===== src/rtl/tile_rowclr_pkg.sv =====
// Shared types and helpers for the tile row-clear sequencer.
// Assumes the three command forms differ only in bits 31..15.
package tile_rowclr_pkg;

    typedef enum logic [1:0] {
        MODE_BAD = 2'd0,
        MODE_G1  = 2'd1,
        MODE_G2  = 2'd2,
        MODE_G4  = 2'd3
    } clr_mode_t;

    localparam logic [16:0] OPC_G1 = 17'b11000000000011101;
    localparam logic [16:0] OPC_G2 = 17'b11000000000011110;
    localparam logic [16:0] OPC_G4 = 17'b11000000000011111;

    // log2 of the group count for a mode
    function automatic int unsigned grp_shift(clr_mode_t m);
        case (m)
            MODE_G2: return 1;
            MODE_G4: return 2;
            default: return 0;
        endcase
    endfunction

    // index of the last group for a mode
    function automatic logic [1:0] grp_last(clr_mode_t m);
        case (m)
            MODE_G2: return 2'd1;
            MODE_G4: return 2'd3;
            default: return 2'd0;
        endcase
    endfunction

endpackage


===== src/rtl/tile_rowclr_decode.sv =====
// Command decoder: classifies a word into one of three forms or bad,
// and extracts the register select field and the scaled offset.
// Purely combinational; assumes the caller qualifies with its valid.
module tile_rowclr_decode
    import tile_rowclr_pkg::*;
(
    input  logic [31:0] word,
    output clr_mode_t   mode,
    output logic [1:0]  rsel,
    output logic [3:0]  offset
);

    // match opcode and must-be-zero fields, scale immediate by four
    always_comb begin
        mode   = MODE_BAD;
        offset = 4'd0;
        rsel   = word[14:13];
        if (word[31:15] == OPC_G1 && word[12:2] == 11'd0) begin
            mode   = MODE_G1;
            offset = {word[1:0], 2'b00};
        end else if (word[31:15] == OPC_G2 && word[12:1] == 12'd0) begin
            mode   = MODE_G2;
            offset = {1'b0, word[0], 2'b00};
        end else if (word[31:15] == OPC_G4 && word[12:1] == 12'd0) begin
            mode   = MODE_G4;
            offset = {1'b0, word[0], 2'b00};
        end
    end

endmodule


===== src/rtl/tile_rowclr_addr.sv =====
// Start-row arithmetic: full 32-bit base plus offset, wrapped to the
// per-group stride by masking, aligned down to four. Also emits the
// stride, truncated to the row width (zero for the single-group form,
// where it is never used). Assumes ROWS is a power of two >= 16.
module tile_rowclr_addr
    import tile_rowclr_pkg::*;
#(
    parameter int ROWS  = 64,
    parameter int ROW_W = 6
) (
    input  logic [31:0]      base,
    input  logic [3:0]       offset,
    input  clr_mode_t        mode,
    output logic [ROW_W-1:0] start,
    output logic [ROW_W-1:0] step
);

    logic [31:0]      sum;
    logic [ROW_W-1:0] mask;
    logic [ROW_W-1:0] wrapped;
    logic             unused_hi;
    int unsigned      stride_i;

    // full-width add of base and offset
    assign sum       = base + {28'd0, offset};
    assign unused_hi = ^sum[31:ROW_W];

    // stride per group, and wrap mask (all ones when one group spans the array)
    always_comb begin
        stride_i = int'(ROWS) >> grp_shift(mode);
        step     = stride_i[ROW_W-1:0];
        mask     = step - ROW_W'(1);
    end

    // wrap and align down to a multiple of four
    assign wrapped = sum[ROW_W-1:0] & mask;
    assign start   = {wrapped[ROW_W-1:2], 2'b00};

endmodule


===== src/rtl/tile_rowclr_ctrl.sv =====
// Sequencer: on launch, captures start, stride and group count, then
// issues one row per cycle, group-major with rows ascending. It pulses
// done after the last row, and registers the bad-word flag.
// Assumes launch and bad are only asserted while idle.
module tile_rowclr_ctrl #(
    parameter int ROW_W = 6
) (
    input  logic             clk,
    input  logic             rst_n,
    input  logic             launch,
    input  logic             bad,
    input  logic [ROW_W-1:0] start,
    input  logic [ROW_W-1:0] step,
    input  logic [1:0]       last_grp,
    output logic             active,
    output logic [ROW_W-1:0] row,
    output logic             fin,
    output logic             err
);

    logic [ROW_W-1:0] grp_base;
    logic [ROW_W-1:0] step_q;
    logic [1:0]       grp_cnt;
    logic [1:0]       last_q;
    logic [1:0]       row_in;

    // sequence state: launch, row/group stepping, completion
    always_ff @(posedge clk) begin
        if (!rst_n) begin
            active   <= 1'b0;
            grp_base <= '0;
            step_q   <= '0;
            grp_cnt  <= 2'd0;
            last_q   <= 2'd0;
            row_in   <= 2'd0;
            fin      <= 1'b0;
            err      <= 1'b0;
        end else begin
            fin <= 1'b0;
            err <= bad;
            if (!active) begin
                if (launch) begin
                    active   <= 1'b1;
                    grp_base <= start;
                    step_q   <= step;
                    grp_cnt  <= 2'd0;
                    last_q   <= last_grp;
                    row_in   <= 2'd0;
                end
            end else begin
                row_in <= row_in + 2'd1;
                if (row_in == 2'd3) begin
                    grp_base <= grp_base + step_q;
                    grp_cnt  <= grp_cnt + 2'd1;
                    if (grp_cnt == last_q) begin
                        active <= 1'b0;
                        fin    <= 1'b1;
                    end
                end
            end
        end
    end

    // row index within the current group
    assign row = grp_base + {{(ROW_W-2){1'b0}}, row_in};

endmodule


===== src/rtl/tile_rowclr_seq.sv =====
// Top of the tile row-clear sequencer. It decodes the command, muxes
// the select register, computes the start row and drives the sequencer.
// Commands are accepted only while idle. VLEN_BITS must be a power of
// two from 128 to 2048.
module tile_rowclr_seq
    import tile_rowclr_pkg::*;
#(
    parameter int VLEN_BITS = 512,
    localparam int ROWS     = VLEN_BITS / 8,
    localparam int ROW_W    = $clog2(ROWS)
) (
    input  logic             clk,
    input  logic             rst_n,
    input  logic             cmd_valid,
    input  logic [31:0]      cmd_word,
    input  logic [31:0]      sel_reg0,
    input  logic [31:0]      sel_reg1,
    input  logic [31:0]      sel_reg2,
    input  logic [31:0]      sel_reg3,
    output logic             busy,
    output logic             row_clr,
    output logic [ROW_W-1:0] row_idx,
    output logic             done,
    output logic             undef
);

    clr_mode_t        mode;
    logic [1:0]       rsel;
    logic [3:0]       offset;
    logic [31:0]      bank [4];
    logic [31:0]      base;
    logic [ROW_W-1:0] start;
    logic [ROW_W-1:0] step;
    logic             active;
    logic             accept;

    tile_rowclr_decode u_dec (
        .word   (cmd_word),
        .mode   (mode),
        .rsel   (rsel),
        .offset (offset)
    );

    // select register bank and base mux
    always_comb begin
        bank[0] = sel_reg0;
        bank[1] = sel_reg1;
        bank[2] = sel_reg2;
        bank[3] = sel_reg3;
        base    = bank[rsel];
    end

    tile_rowclr_addr #(.ROWS(ROWS), .ROW_W(ROW_W)) u_addr (
        .base   (base),
        .offset (offset),
        .mode   (mode),
        .start  (start),
        .step   (step)
    );

    // a command is taken only while no sequence runs
    assign accept = cmd_valid && !active;

    tile_rowclr_ctrl #(.ROW_W(ROW_W)) u_ctrl (
        .clk      (clk),
        .rst_n    (rst_n),
        .launch   (accept && mode != MODE_BAD),
        .bad      (accept && mode == MODE_BAD),
        .start    (start),
        .step     (step),
        .last_grp (grp_last(mode)),
        .active   (active),
        .row      (row_idx),
        .fin      (done),
        .err      (undef)
    );

    assign busy    = active;
    assign row_clr = active;

endmodule


===== config.mk =====
export PLATFORM = sky130hd
export DESIGN_NAME = tile_rowclr_seq
export DESIGN_NICKNAME = d
export VERILOG_FILES = /design/src/rtl/tile_rowclr_pkg.sv /design/src/rtl/tile_rowclr_decode.sv /design/src/rtl/tile_rowclr_addr.sv /design/src/rtl/tile_rowclr_ctrl.sv /design/src/rtl/tile_rowclr_seq.sv
export SDC_FILE = /design/constraint.sdc
export NUM_CORES = 1
export LEC_CHECK = 0
export BUFFER_PORTS_ARGS = -buffer_cell sky130_fd_sc_hd__buf_2
export CAP_MARGIN = 20
export CORE_MARGIN = 4
export CORE_UTILIZATION = 29
export DETAILED_ROUTE_END_ITERATION = 10
export PLACE_DENSITY = 0.8
export SLEW_MARGIN = 20
export SYNTH_ARGS = -nofsm -noshare
export SYNTH_HDL_FRONTEND = slang
export SYNTH_SLANG_ARGS = --single-unit

===== constraint.sdc =====
create_clock -name clk -period 3.8 [get_ports clk]
set_clock_uncertainty 0.15 [all_clocks]
set_input_delay 0.76 -clock clk [delete_from_list [all_inputs] [get_ports clk]]
set_output_delay 0.76 -clock clk [all_outputs]
set_load 0.01 [all_outputs]

==> results of run 1 <==
==> state kept, by name, summed over array words and instances (netlist names) <==
name and cells:
u_ctrl.step_q 2, u_ctrl.grp_base 4, u_ctrl.active 1, u_ctrl.err 1, u_ctrl.last_q 2, u_ctrl.grp_cnt 2, u_ctrl.row_in 2, u_ctrl.fin 1
==> cells by family after synthesis <==
family	share of synthesized area (%)
buffers and inverters	4.97
multiplexers	11.3
XOR/XNOR	4.64
flip-flops	26.5
AND/OR/NAND/NOR	33.8
AO/OA/AOI/OAI	10.8
adder cells (fa/ha/maj)	7.96
==> critical path, cell delays in order <==
cell       delay, ns
buf_2           0.10
nor4_1          0.38
o2111ai_1       0.28
nor2_1          0.22
and2_1          0.15
ha_1            0.16
inv_1           0.06
fa_1            0.44
xor2_1          0.17
a211o_1         0.29
a31oi_1         0.16
==> area by class of cell <==
cell class | count | area share (%)
sequential | 15 | 19.9
inverter | 7 | 1.74
tap | 48 | 3.98
multi-input combinational | 87 | 51.4
timing repair buffer | 60 | 19.9
clock buffer | 3 | 2.74
clock inverter | 1 | 0.332
==> placed cells by master, fill, tap and decap left out, drive strengths merged, types with 3 or more instances in the layout <==
master and count:
xor2 4, mux2i 3, o21ai 3, mux4 4
nand2 11, nor4 5, and2 3, nor2b 6
nand2b 6, nor2 6, dfxtp 15, inv 7
a21boi 5, buf 60, clkbuf 3, ha 4
==> cells in the mapped netlist <==
cell | n | area (um2)
nor4_4 | 2 | 42.5
mux4_2 | 2 | 45.0
and4_1 | 1 | 8.76
nor2b_1 | 6 | 37.5
and2_1 | 3 | 18.8
dfxtp_1 | 15 | 300
o221ai_1 | 1 | 8.76
nand4_4 | 1 | 21.3
mux4_1 | 2 | 52.6
nand2_1 | 11 | 41.3
nor2_1 | 6 | 22.5
xnor2_1 | 2 | 17.5
nor4_2 | 1 | 12.5
mux2i_1 | 3 | 30.0
or3_1 | 1 | 6.26
fa_1 | 2 | 40.0
buf_4 | 1 | 7.51
a31oi_1 | 2 | 12.5
and2b_1 | 1 | 7.51
inv_1 | 7 | 26.3
o21ai_0 | 3 | 15.0
nand3_1 | 2 | 10.0
clkbuf_1 | 6 | 22.5
nand2b_1 | 6 | 37.5
nor4_1 | 2 | 12.5
o31ai_4 | 1 | 21.3
nand3b_1 | 2 | 15.0
or4_1 | 1 | 7.51
nor4b_4 | 1 | 23.8
or3b_2 | 2 | 17.5
and4bb_2 | 2 | 25.0
a21boi_0 | 4 | 30.0
a211o_1 | 1 | 8.76
o2111ai_1 | 1 | 8.76
ha_1 | 4 | 50.1
a21oi_1 | 2 | 10.0
xor2_1 | 4 | 35.0
a21boi_1 | 1 | 7.51
nor4b_2 | 1 | 15.0
==> worst paths after layout <==
kind / from / end / slack [ns]
setup / recovery: cmd_word[6] / u_ctrl.grp_base[4] / 0.65
hold / removal: u_ctrl.step_q[3] / u_ctrl.step_q[3] / 0.30
setup reg to reg: u_ctrl.active / u_ctrl.row_in[1] / 1.92
hold reg to reg: u_ctrl.step_q[3] / u_ctrl.step_q[3] / 0.30
==> where the power goes <==
| part | leakage, nW | switching, mW | internal [mW] |
|---|---|---|---|
| Clock | 0.0255 | 0.0555 | 0.0725 |
| Combinational | 0.507 | 0.0238 | 0.0345 |
| Sequential | 0.121 | 0.000138 | 0.158 |
| Total | 0.653 | 0.0794 | 0.265 |
==> metrics by stage <==
step	cell area, um2	utilization, %
after floorplan	1130	-
after global placement	1460	39.4
after detailed placement	1460	39.4
after CTS	1510	40.6
after global routing	1510	40.6
final	1510	40.6
==> layer usage <==
layer	GRT usage (%)	vias to the layer above	share of wire [%]
li1	-	525	-
met4	1.91	0	0.68
met3	3.02	3	10
met2	18.1	49	45
met1	12.9	462	44
met5	0	-	0
==> flow_metrics.tcl, run 1 <==
set metrics [dict create \
    holdWs_ns 0.297 \
    critical_path.max_fanout 2 \
    dp_hpwl_um 2170 \
    syn-instance-count 116 \
    inserted_clock_buffers 3 \
    timing.final.hold_violations 0 \
    synthesis.nets 285 \
    post_cts_resize_count 0 \
    routedWlPerCell_um 11.3 \
    power.density_nw_per_um2 228 \
    finalWeightedCongestion 0.709 \
    crit_path_start_kind "input pin" \
    die-width_um 70.5 \
    clkTransAtPathRegs_ns 0.06 \
    syn_area_per_cell_um2 9.76 \
    multi_input_gate_area_um2 776 \
    reg2regPathDepth 4 \
    clock-sinks 15 \
    post_synth_instance_area_um2 1130 \
    maximum_number_of_pins_on_one_net_before_global_route_repair 19 \
    power.total_uw 344 \
    hold_path.class "reg2reg" \
    cts_root_buf "clkbuf_8" \
    postRouteAntennaNets 0 \
    timing.setup.critical_path_class "in2reg" \
    firstDrtPassIters 4 \
    first_global_vias 1059 \
    die_height_um 70.5 \
    dp.cells 217 \
    timing.max_slew.rel_slack_pct 65.0 \
    synth-seq-cells 15 \
    max_cap_violations 0 \
    ioPinCount 173 \
    timing.critical_path.to_type "flip-flop" \
    fin_crit_sh_pct 82.9 \
    fin_ws_ns 0.651 \
    pre_cts_slack_ns 0.411 \
    power.static_leakage_nw 0.653 \
    grt_use_total_pct 10.5 \
    irDropWorstVdd_v 0.0000902 \
    post-route-drc-count 0 \
    dr.first_iter.drc_count 8 \
    cts_setup_buffers 0 \
    synth_seq_area_share_pct 26.5 \
    time_the_final_worst_path_needs_with_i_o_delays_and_setup_ns 3.15 \
    vias 1039 \
    die_area_um2 4970 \
    outcome "complete, no violations" \
    setup_total_negative_slack_ns 0 \
    post_synth_num_cell_types 39 \
    cts_hold_buffers 0 \
    port-buffer-count 60 \
    global_route_wire_length_before_repair_um 4350 \
    routed_via_density 4.70 \
    fillCellCount 390 \
    nNetsFinal 343 \
    stdcell_count 221 \
    hold_path_depth 2 \
    grt_setup_unrepaired "false" \
    sequential_cell_area_um2 300 \
    rows 22 \
    antennaDiodeCount 0 \
    core_area_um2 3720 \
    proportion_of_layout_cells_with_a_drive_suffix_above_1_pct 44.5 \
    cp_data_arrival_time_ns 3.18 \
    ctsLongestPathBuffers 2 \
    initial_core_utilization_pct 30.5 \
    synth.yosys.warnings 0 \
    clock_insertion_delay_worst_skew_ns 0.25 \
    overflow 0 \
    number_of_antenna_violations_at_the_first_check_in_global_routing 0 \
    report.final.slew_viol_count 0 \
    cts_tree "yes" \
    htree_num_levels 1 \
    syn2layout_area_growth_pct 33.3 \
    timing_worst_slew_pin_value_ns 0.524 \
    critPathRequiredTime_ns 3.83 \
    setup_viol_count_final 0 \
    fmax_mhz 318 \
    postRouteWirelength_um 2490 \
]
Power figures use the tool's default switching activity.
==> run 2: changes to the inputs <==
==> constraint.sdc (replaced) <==
create_clock -name clk -period 3.2 [get_ports clk]
set_clock_uncertainty 0.15 [all_clocks]
set_input_delay 0.64 -clock clk [delete_from_list [all_inputs] [get_ports clk]]
set_output_delay 0.64 -clock clk [all_outputs]
set_load 0.01 [all_outputs]
==> flow_metrics.tcl, run 2 (synthesis results as in run 1) <==
set metrics [dict create \
    outcome "complete, no violations" \
    dp_hpwl_um 2290 \
    hold_path.class "reg2reg" \
    power.density_nw_per_um2 271 \
    grt_setup_unrepaired "false" \
    cp_data_arrival_time_ns 2.91 \
    time_the_final_worst_path_needs_with_i_o_delays_and_setup_ns 2.88 \
    power.static_leakage_nw 0.667 \
    cts_setup_buffers 0 \
    core_area_um2 3720 \
    critPathRequiredTime_ns 3.23 \
    cts_tree "yes" \
    max_cap_violations 0 \
    ctsLongestPathBuffers 2 \
    routedWlPerCell_um 12.0 \
    cts_root_buf "clkbuf_8" \
    crit_path_cell_trace "buf_2 > nor4_1 > o2111ai_1 > nor2_1 > and2_1 > ha_1 > inv_1 > fa_1 > xor2_1 > a211o_1 > a31oi_1" \
    number_of_antenna_violations_at_the_first_check_in_global_routing 0 \
    ioPinCount 173 \
    clock_insertion_delay_worst_skew_ns 0.25 \
    finalWeightedCongestion 0.688 \
    timing.setup.critical_path_class "in2reg" \
    inserted_clock_buffers 3 \
    setup_total_negative_slack_ns 0 \
    routed_via_density 4.74 \
    vias 1061 \
    fmax_mhz 347 \
    global_route_wire_length_before_repair_um 4580 \
    most-common-layout-cells "buf_2 (60), dfxtp_1 (15), nand2_1 (11)" \
    firstDrtPassIters 4 \
    report.final.slew_viol_count 0 \
    layout.cells.most_common "buf_2" \
    die_height_um 70.5 \
    die-width_um 70.5 \
    critical_path.max_fanout 2 \
    crit_path_start_kind "input pin" \
    die_area_um2 4970 \
    clock-sinks 15 \
    place_area_um2 1490 \
    timing.critical_path.to_type "flip-flop" \
    post-route-drc-count 0 \
    port-buffer-count 60 \
    timing_worst_slew_pin_value_ns 0.536 \
    htree_num_levels 1 \
    clkTransAtPathRegs_ns 0.06 \
    registers.top_by_ff_count "u_ctrl.grp_base" \
    cts_hold_buffers 0 \
    timing.final.hold_violations 0 \
    worst_path_largest_cell_delay_ns 0.42 \
    initial_core_utilization_pct 30.5 \
    setup_viol_count_final 0 \
    post_cts_resize_count 0 \
    postRouteAntennaNets 0 \
    first_global_vias 1079 \
    grt_use_total_pct 11.2 \
    flip_flop_count_of_the_largest_register_after_layout 4 \
    critical_path.slowest_cell "fa_1" \
    postRouteWirelength_um 2680 \
    proportion_of_layout_cells_with_a_drive_suffix_above_1_pct 45.5 \
    holdWs_ns 0.304 \
    irDropWorstVdd_v 0.000108 \
    maximum_number_of_pins_on_one_net_before_global_route_repair 19 \
    nNetsFinal 346 \
    dr.first_iter.drc_count 15 \
    stdcell_count 224 \
    rows 22 \
    postLayoutCellArea_um2 1530 \
    dp.cells 220 \
    antennaDiodeCount 0 \
    timing.max_slew.rel_slack_pct 64.2 \
    overflow 0 \
    syn2layout_area_growth_pct 35.2 \
    fin_crit_sh_pct 90.0 \
]
-- run 2: path summary, 6_finish.rpt --
check              startpoint            endpoint  slack [ns]  cells past startpoint
max reg2reg     u_ctrl.active    u_ctrl.row_in[1]        1.31                      4
min          u_ctrl.step_q[3]    u_ctrl.step_q[3]        0.30                      2
min reg2reg  u_ctrl.step_q[3]    u_ctrl.step_q[3]        0.30                      2
max               cmd_word[6]  u_ctrl.grp_base[4]        0.32                     11
-- run 2: cell type report --
| class | count | area (um2) |
|---|---|---|
| Sequential cell | 15 | 300 |
| Multi-Input combinational cell | 87 | 776 |
| Inverter | 7 | 26.3 |
| Timing Repair Buffer | 63 | 323 |
| Clock inverter | 1 | 5.00 |
| Clock buffer | 3 | 41.3 |
| Tap cell | 48 | 60.1 |
| Fill cell | 395 | 2180 |
-- run 2: layer usage --
layer / share of wire (%) / vias up / routed length [um] / track usage (%)
li1: - / 532 / - / -
met1: 42 / 475 / 1140 / 13.7
met2: 48 / 52 / 1270 / 18.9
met3: 9.1 / 2 / 243 / 2.45
met4: 0.86 / 0 / 23 / 4.47
met5: 0 / - / 0 / 0
-- run 2: critical path, delay by kind of cell --
family / cells / cell delay, ns
AOI/OAI and AO/OA: 3 / 0.66
xor gates and xnor gates: 1 / 0.17
adders and majority gates: 2 / 0.58
buffers and inverters: 2 / 0.16
and+or+nand+nor: 3 / 0.69
-- run 2: stage by stage --
stage | power, mW | setup WS, ns | utilization (%)
3_5_place_dp | 0.262 | 0.0437 | 40.0
3_3_place_gp | 0.261 | 0.0365 | 40.0
2_1_floorplan | 0.221 | 0.334 | -
6_report | 0.416 | 0.318 | 41.2
5_1_grt | 0.432 | 0.149 | 41.2
4_1_cts | 0.420 | 0.307 | 41.2
-- run 2: where the power goes --
part | leakage (nW) | internal [mW] | switching (mW)
combinational | 0.520 | 0.0408 | 0.0287
sequential | 0.121 | 0.187 | 0.000141
clock | 0.0255 | 0.0864 | 0.0722
